## config.mk

```make
export PLATFORM = sky130hd
export DESIGN_NAME = sram_strobe_seq
export DESIGN_NICKNAME = d
export VERILOG_FILES = /design/src/rtl/sram_strobe_seq.sv
export SDC_FILE = /design/constraint.sdc
export NUM_CORES = 1
export LEC_CHECK = 0
export ABC_AREA = 1
export BUFFER_PORTS_ARGS = -buffer_cell sky130_fd_sc_hd__buf_2
export CELL_PAD_IN_SITES_DETAIL_PLACEMENT = 2
export CELL_PAD_IN_SITES_GLOBAL_PLACEMENT = 2
export CORE_UTILIZATION = 36
export CTS_BUF_LIST = sky130_fd_sc_hd__clkbuf_8
export DETAILED_ROUTE_END_ITERATION = 10
export PLACE_DENSITY_LB_ADDON = 0.25
export SKIP_LAST_GASP = 1
export SYNTH_ARGS = -nofsm -noshare
export SYNTH_HDL_FRONTEND = slang
export SYNTH_SLANG_ARGS = --single-unit
```

## constraint.sdc

```tcl
create_clock -name clk -period 3.3 [get_ports clk]
set_input_delay 0.66 -clock clk [delete_from_list [all_inputs] [get_ports clk]]
set_output_delay 0.66 -clock clk [all_outputs]
set_load 0.1 [all_outputs]
```

## src/rtl/sram_strobe_seq.sv

```systemverilog
module sram_strobe_seq #(
  parameter int AW         = 10,
  parameter int CLK_NS     = 4,
  parameter int T_AVEL_NS  = 0,
  parameter int T_ELAX_NS  = 40,
  parameter int T_ELEH_NS  = 180,
  parameter int T_EHEL_NS  = 100,
  parameter int T_ELEL_NS  = 280,
  parameter int T_WLWH_NS  = 100,
  parameter int T_WLEH_NS  = 100,
  parameter int T_DVWH_NS  = 80,
  parameter int T_ELQV_NS  = 180,
  parameter int T_WLQZ_NS  = 120
) (
  input  logic          clk,
  input  logic          rst_n,
  input  logic          req_i,
  input  logic          req_we_i,
  input  logic          req_burst_i,
  input  logic [AW-1:0] req_addr_i,
  input  logic          req_wdata_i,
  output logic          rd_data_o,
  output logic          done_o,
  output logic          mem_e_n_o,
  output logic          mem_w_n_o,
  output logic [AW-1:0] mem_a_o,
  output logic          mem_d_o,
  output logic          mem_d_oe_o,
  input  logic          mem_q_i
);

  function automatic int cyc(input int ns);
    return (ns + CLK_NS - 1) / CLK_NS;
  endfunction

  function automatic int mx(input int a, input int b);
    return (a > b) ? a : b;
  endfunction

  localparam int CW     = 16;
  localparam int C_ELAX = cyc(T_ELAX_NS);
  localparam int C_ELEH = cyc(T_ELEH_NS);
  localparam int C_EHEL = cyc(T_EHEL_NS);
  localparam int C_ELEL = cyc(T_ELEL_NS);
  localparam int C_WLWH = cyc(T_WLWH_NS);
  localparam int C_WLEH = cyc(T_WLEH_NS);
  localparam int C_DVWH = cyc(T_DVWH_NS);
  localparam int C_ELQV = cyc(T_ELQV_NS);
  localparam int C_WLQZ = cyc(T_WLQZ_NS);
  localparam int C_AS   = mx(1, cyc(T_AVEL_NS));
  localparam int C_TA   = mx(1, C_WLQZ);
  localparam int C_WACT = mx(mx(mx(1, C_DVWH), mx(C_WLWH, C_WLEH) - C_TA),
                             mx(C_ELEH, C_ELAX) - C_TA);
  localparam int C_RW   = mx(mx(C_ELQV, C_ELEH), mx(C_ELAX, 2)) - 1;
  localparam int LOW_WR = C_TA + C_WACT;
  localparam int LOW_RD = C_RW + 1;
  localparam int EH_WR  = mx(1, mx(C_EHEL, C_ELEL - LOW_WR));
  localparam int EH_RD  = mx(1, mx(C_EHEL, C_ELEL - LOW_RD));

  typedef enum logic [2:0] {
    IDLE, ADDR_SETUP, E_LOW_WAIT, W_ACTIVE, READ_SAMPLE, E_HIGH_RECOVER, DONE
  } state_t;

  state_t          state;
  logic [CW-1:0]   cnt;
  logic [AW-1:0]   addr_q;
  logic            wdata_q, op_we, op_burst, w_hold, rd_q;
  wire             cnt_zero = (cnt == '0);

  always_ff @(posedge clk or negedge rst_n) begin
    if (!rst_n) begin
      state    <= IDLE;
      cnt      <= '0;
      addr_q   <= '0;
      wdata_q  <= 1'b0;
      op_we    <= 1'b0;
      op_burst <= 1'b0;
      w_hold   <= 1'b0;
      rd_q     <= 1'b0;
    end else begin
      case (state)
        IDLE: if (req_i) begin
          addr_q   <= req_addr_i;
          wdata_q  <= req_wdata_i;
          op_we    <= req_we_i;
          op_burst <= req_burst_i;
          if (!req_we_i) w_hold <= 1'b0;
          cnt      <= CW'(C_AS - 1);
          state    <= ADDR_SETUP;
        end
        ADDR_SETUP: if (cnt_zero) begin
          cnt   <= op_we ? CW'(C_TA - 1) : CW'(C_RW - 1);
          state <= E_LOW_WAIT;
        end else cnt <= cnt - 1'b1;
        E_LOW_WAIT: if (cnt_zero) begin
          if (op_we) begin
            cnt   <= CW'(C_WACT - 1);
            state <= W_ACTIVE;
          end else state <= READ_SAMPLE;
        end else cnt <= cnt - 1'b1;
        W_ACTIVE: if (cnt_zero) begin
          w_hold <= op_burst;
          cnt    <= CW'(EH_WR - 1);
          state  <= E_HIGH_RECOVER;
        end else cnt <= cnt - 1'b1;
        READ_SAMPLE: begin
          rd_q  <= mem_q_i;
          cnt   <= CW'(EH_RD - 1);
          state <= E_HIGH_RECOVER;
        end
        E_HIGH_RECOVER: if (cnt_zero) state <= DONE;
                        else cnt <= cnt - 1'b1;
        DONE:    state <= IDLE;
        default: state <= IDLE;
      endcase
    end
  end

  assign mem_e_n_o  = !(state == E_LOW_WAIT || state == W_ACTIVE || state == READ_SAMPLE);
  assign mem_w_n_o  = !((op_we && (state == E_LOW_WAIT || state == W_ACTIVE)) || w_hold);
  assign mem_d_oe_o = (state == W_ACTIVE);
  assign mem_a_o    = addr_q;
  assign mem_d_o    = wdata_q;
  assign rd_data_o  = rd_q;
  assign done_o     = (state == DONE);

  // interval counters used only by the assertions below
  logic [CW-1:0] lo_cnt, hi_cnt, per_cnt, wlo_cnt, oe_cnt;
  logic          e_prev;

  always_ff @(posedge clk or negedge rst_n) begin
    if (!rst_n) begin
      lo_cnt  <= '0;
      hi_cnt  <= '1;
      per_cnt <= '1;
      wlo_cnt <= '0;
      oe_cnt  <= '0;
      e_prev  <= 1'b1;
    end else begin
      e_prev  <= mem_e_n_o;
      lo_cnt  <= mem_e_n_o ? '0 : (lo_cnt == '1 ? lo_cnt : lo_cnt + 1'b1);
      hi_cnt  <= !mem_e_n_o ? '0 : (hi_cnt == '1 ? hi_cnt : hi_cnt + 1'b1);
      per_cnt <= (!mem_e_n_o && e_prev) ? CW'(1) : (per_cnt == '1 ? per_cnt : per_cnt + 1'b1);
      wlo_cnt <= mem_w_n_o ? '0 : (wlo_cnt == '1 ? wlo_cnt : wlo_cnt + 1'b1);
      oe_cnt  <= !mem_d_oe_o ? '0 : (oe_cnt == '1 ? oe_cnt : oe_cnt + 1'b1);
    end
  end

  AST_RESET_IDLE: assert property (@(posedge clk) !rst_n |=> mem_e_n_o && mem_w_n_o && !mem_d_oe_o && !done_o);
  AST_ADDR_SETUP: assert property (@(posedge clk) disable iff (!rst_n) $fell(mem_e_n_o) |-> $stable(mem_a_o));
  AST_ADDR_HOLD: assert property (@(posedge clk) disable iff (!rst_n) (!mem_e_n_o && $past(!mem_e_n_o)) |-> $stable(mem_a_o));
  AST_E_LOW_MIN: assert property (@(posedge clk) disable iff (!rst_n) $rose(mem_e_n_o) |-> lo_cnt >= CW'(C_ELEH));
  AST_E_HIGH_MIN: assert property (@(posedge clk) disable iff (!rst_n) $fell(mem_e_n_o) |-> hi_cnt >= CW'(C_EHEL));
  AST_E_PERIOD_MIN: assert property (@(posedge clk) disable iff (!rst_n) $fell(mem_e_n_o) |-> per_cnt >= CW'(C_ELEL));
  AST_W_WIDTH: assert property (@(posedge clk) disable iff (!rst_n) $rose(mem_w_n_o) |-> wlo_cnt >= CW'(C_WLWH));
  AST_W_BEFORE_E: assert property (@(posedge clk) disable iff (!rst_n) ($rose(mem_e_n_o) && $past(!mem_w_n_o)) |-> wlo_cnt >= CW'(C_WLEH));
  AST_OE_WINDOW: assert property (@(posedge clk) disable iff (!rst_n) mem_d_oe_o |-> (!mem_w_n_o && !mem_e_n_o));
  AST_TURNAROUND: assert property (@(posedge clk) disable iff (!rst_n) $rose(mem_d_oe_o) |-> wlo_cnt >= CW'(C_WLQZ));
  AST_DATA_SETUP: assert property (@(posedge clk) disable iff (!rst_n) ($rose(mem_e_n_o) && $past(!mem_w_n_o)) |-> oe_cnt >= CW'(C_DVWH));
  AST_READ_W_HIGH: assert property (@(posedge clk) disable iff (!rst_n) (state == READ_SAMPLE) |-> (mem_w_n_o && lo_cnt >= CW'(C_ELQV - 1)));
  AST_DONE_PULSE: assert property (@(posedge clk) disable iff (!rst_n) done_o |=> !done_o);
  AST_BURST_HOLD: assert property (@(posedge clk) disable iff (!rst_n) (done_o && op_we && op_burst) |-> !mem_w_n_o);

endmodule

```

== Yosys cells after proc, flatten, opt, wreduce, memory -nomap -nowiden ==
Index checks and enable logic that the tools add are counted.

* Reductions and logical operators: 14
* Eq/ne operators: 14
* Add/subtract/negate cells: 1
* Muxes and demuxes: 19

{| class="wikitable"
|+ Operator list
! operator !! number
|-
| two-way mux 16 bit || 6
|-
| case mux 16 bit (6 select lines) || 1
|-
| two-way mux 3 bit || 6
|-
| case mux 3 bit (6 select lines) || 1
|-
| logical NOT 16 bit || 1
|-
| subtractor 16 x 1 -> 16 bit (second input constant) || 1
|-
| inequality test 2 bit (second input constant) || 6
|-
| == test 3 bit (second input constant) || 3
|-
| AND reduction 4 bit || 2
|-
| == test 3 x 2 -> 1 bit (second input constant) || 2
|-
| two-way mux 6 bit || 1
|-
| nonzero test 6 bit || 1
|-
| AND reduction 5 bit || 1
|-
| == test 3 x 1 -> 1 bit (second input constant) || 1
|-
| logical NOT 3 bit || 1
|-
| logical OR 1 bit || 3
|-
| two-way mux 1 bit || 3
|-
| inequality test 3 bit (second input constant) || 1
|-
| logical NOT 1 bit || 2
|-
| inequality test 2 x 1 -> 1 bit (second input constant) || 1
|-
| case mux 1 bit (2 select lines) || 1
|-
| AND reduction 2 bit || 1
|-
| nonzero test 2 bit || 1
|-
| logical AND 1 bit || 1
|}

* Output and inout port bits: 16
* Register bits after elaboration: 34
* Word-level logic and storage cells: 56

== Logic depth before layout (Yosys ltp) ==
* Word-level depth: 5
* Gate-level depth with buffers: 11
* Mapped depth without buffers: 11

== Worst setup path before layout ==
OpenSTA, ideal clock, no wires.

* Path kind: reg2out
* From: reg state[2]
* To: out mem_w_n_o
* Data required time: 2,640 ps
* Path buffers: 0
* Path slack: 443 ps
* Data arrival time: 2,197 ps
* Stages on the path, launching flop included: 5
* Cells stage by stage: dfrtp_1 > inv_2 > nand3_1 > nand2_1 > a21oi_1

* Cells in the longest elaborated chain, start to end: 5
* Elaborated cells on any way between the ends: 6
* Those cells by class: 2 x eq/ne; 4 x reduce/logical

{| class="wikitable"
|+ Ends and longest elaborated chain
! element !! RTL line !! text
|-
| start: declaration || 64 || <nowiki>state_t state;</nowiki>
|-
| start signal: assignment || 72 || <nowiki>state <= IDLE;</nowiki>
|-
| start signal: assignment || 89 || <nowiki>state <= ADDR_SETUP;</nowiki>
|-
| start signal: assignment || 93 || <nowiki>state <= E_LOW_WAIT;</nowiki>
|-
| == test 3 x 2 -> 1 bit || 120 || <nowiki>assign mem_w_n_o = !((op_we && (state == E_LOW_WAIT || state == W_ACTIVE)) || w_hold);</nowiki>
|-
| logical OR 1 bit (*) || 120 ||
|-
| logical AND 1 bit (*) || 120 ||
|-
| logical OR 1 bit (*) || 120 ||
|-
| logical NOT 1 bit (*) || 120 ||
|-
| end: declaration || 25 || <nowiki>output logic mem_w_n_o,</nowiki>
|}

Every way passes the cells marked *; elsewhere a longest branch is shown, timed or not.

== Worst setup path in the final report ==
* From: reg state[0]
* To: out mem_e_n_o

* Cells in the longest elaborated chain, start to end: 4
* Elaborated cells on any way between the ends: 6
* Those cells by class: 3 x eq/ne; 3 x reduce/logical

{| class="wikitable"
|+ Ends and longest elaborated chain
! element !! RTL line !! text
|-
| == test 3 x 2 -> 1 bit || 119 || <nowiki>assign mem_e_n_o = !(state == E_LOW_WAIT || state == W_ACTIVE || state == READ_SAMPLE);</nowiki>
|-
| logical OR 1 bit || 119 ||
|-
| logical OR 1 bit (*) || 119 ||
|-
| logical NOT 1 bit (*) || 119 ||
|-
| end: declaration || 24 || <nowiki>output logic mem_e_n_o,</nowiki>
|}

Marked as above.

==> impl_metrics.json <==
{
  "insertedDiodeCount": 0,
  "starting_density_pct": 38.3,
  "floorplan.io_pins": 33,
  "core_um2": 5640,
  "crit_end_element": "primary output",
  "finalSetupViolCount": 0,
  "syn_area_per_cell_um2": 7.64,
  "global_route.usage.total_pct": 23.5,
  "timing.fmax_ghz": 0.406,
  "cts_inserted_buffers": 5,
  "syn-cell-area_um2": 2160,
  "gr-total-overflow": 0,
  "ctsHtreeMaxLevel": 2,
  "routed_wl_um": 6520,
  "detail_route.wl_per_cell_um": 16.6,
  "critical_path.most_common_cell": "nand2_1",
  "yosysSeqAreaShare_pct": 39.4,
  "worst_slack_ps": 836,
  "timing_worst_setup_path_type": "reg2out",
  "final_antenna_net_count": 0,
  "areaGrowthSynthToFinish_pct": 15.1,
  "largest_net_degree_at_the_start_of_global_routing": 35,
  "synth_top_cell_by_area": "dfrtp_1",
  "num-nets-final": 337,
  "std_cell_rows": 27,
  "synth-seq-cells": 34,
  "post_cts_resize_count": 0,
  "synth.yosys.warnings": 0,
  "path_cells": "nor2_2 > nand2_1 > nand2_1 > nor2_1 > buf_2",
  "critical_path.n_buffers_inverters": 1,
  "cts_buffer_depth": 2,
  "syn_inst": 283,
  "critical_path_peak_fanout": 7,
  "max_slew.worst_pin.slew_ps": 799,
  "combined_area_of_the_multi_input_logic_cells_um2": 1120,
  "via_count_of_the_first_global_routing_pass": 2290,
  "drive_gt1_share_pct": 25.9,
  "critical_path_arrival_ps": 1800,
  "yosys-top-cells-area": "dfrtp_1 39%, nand2_1 14%, nor2_1 5.9%",
  "critPathLaunchType": "flip-flop",
  "seqCellArea_um2": 851,
  "timing.clock.skew_ps": 3.72,
  "die-area_um2": 6320,
  "cts.hold.buffers_added": 0,
  "root_buffer": "clkbuf_8",
  "placement.io_buffers": 32,
  "die_width_um": 79.5,
  "path_delay_family": "simple AND/OR/NAND/NOR gates",
  "placed_cells": 384,
  "period_share_pct": 74.7,
  "chipHeight_um": 79.5,
  "filler_cell_count": 670,
  "unrepaired_setup_endpoints_after_global_routing": "no",
  "postCtsSetupRepairBufs": 0,
  "cts_num_sinks": 34,
  "layoutNonFillerInstCount": 392,
  "synth.lib_cells_used.distinct": 28,
  "antenna_found_initial": 0,
  "finalSetupTns_ps": 0,
  "post-route-min-period_ps": 2460,
  "hold_viol_final": 0,
  "gp_congestion": 0.799,
  "detail_route.vias_per_cell": 5.07,
  "slowest_stage": "dfrtp_1",
  "run_status": "complete, no violations",
  "yosysTopAreaCellShare_pct": 39.4,
  "post-place-ws_ps": 1170,
  "dp_hpwl_um": 5100,
  "slew_violations": 0,
  "dr.pass1.iters": 4,
  "max_cap_violations": 0,
  "grt_first_pass_wirelength_um": 11200,
  "worst_skew_pair.late_latency_ps": 300,
  "via_total_after_detailed_routing": 1987,
  "post-route-drc-count": 0,
  "layout.core_utilization_pct": 44.1,
  "cp_slowest_stage_delay_ps": 500,
  "min-delay-path-class": "in2async",
  "timing.max_slew.rel_slack_pct": 46.7,
  "syn_nets": 301,
  "cts.clk_slew.worst_paths_ps": 70,
  "tritoncts": "done",
  "timing.critical_path.required_ps": 2640,
  "dr.first_iter.drc_count": 48
}
placed cells by master (no fill, tap or decap), drive strengths merged:
master and instances:
nand2 91, nor2 45, inv 38, dfrtp 34, buf 32, nand3 23
o21ai 13, mux2 13, nand4 10, a21oi 5, clkbuf 5, nor3 3
xor2 2, clkinv 1, nor3b 1, o22ai 1, ha 1, clkinvlp 1
bufinv 1
flip-flops by register name, indices dropped and copies added, names as in the netlist:
register	cells
cnt	16
mem_a_o	10
state	3
mem_d_o	1
op_burst	1
op_we	1
rd_data_o	1
w_hold	1
stage by stage:
stage	hold WS, ps	instance area (um2)
after global routing	521	2490
after global placement	483	2380
after floorplan	364	2160
final	445	2490
after CTS	480	2490
after detailed placement	492	2380
cell usage after synthesis, drive strengths merged:
cell    instances
nor2           45
a21oi           5
mux2           13
inv            37
o22ai           1
clkinv          1
nor3            3
xor2            2
dfrtp          34
ha              1
o21ai          13
buf             3
nand4          10
nand3          23
nand2          91
nor3b           1
final timing paths:
check                      startpoint    endpoint  slack (ps)  cells past startpoint
max in group asynchronous       rst_n  mem_a_o[1]        2350                      1
hold reg to reg             rd_data_o   rd_data_o         510                      1
setup reg to reg               cnt[0]      cnt[1]        1270                      9
setup / recovery             state[0]   mem_e_n_o         840                      5
min in group clk            rd_data_o   rd_data_o         510                      1
hold / removal                  rst_n      cnt[3]         450                      1
routing by layer:
layer | share of wire (%) | vias up | routed length, um | GRT usage [%]
li1 | - | 970 | - | -
met1 | 45 | 964 | 2910 | 28.3
met2 | 49 | 42 | 3230 | 40.9
met3 | 3.7 | 11 | 242 | 4.46
met4 | 2.1 | 0 | 140 | 9.27
met5 | 0 | - | 0 | 0
final cells by class:
type,count,area share [%]
inverter,38,6.18
tap,72,3.62
clock inverter,3,1.66
timing repair buffer,32,6.44
multi-input combinational,208,45.1
clock buffer,5,2.77
sequential,34,34.2
kinds of logic after synthesis:
family / share of synthesized area (%)
simple gates: 38.0
flops: 39.4
fa+ha+maj: 0.579
buf+inv: 8.68
compound gates: 4.46
xor+xnor: 0.810
mux: 8.16
Power is not shown: default switching activity piles up to over one toggle a cycle in this logic, so the estimate is an artifact.
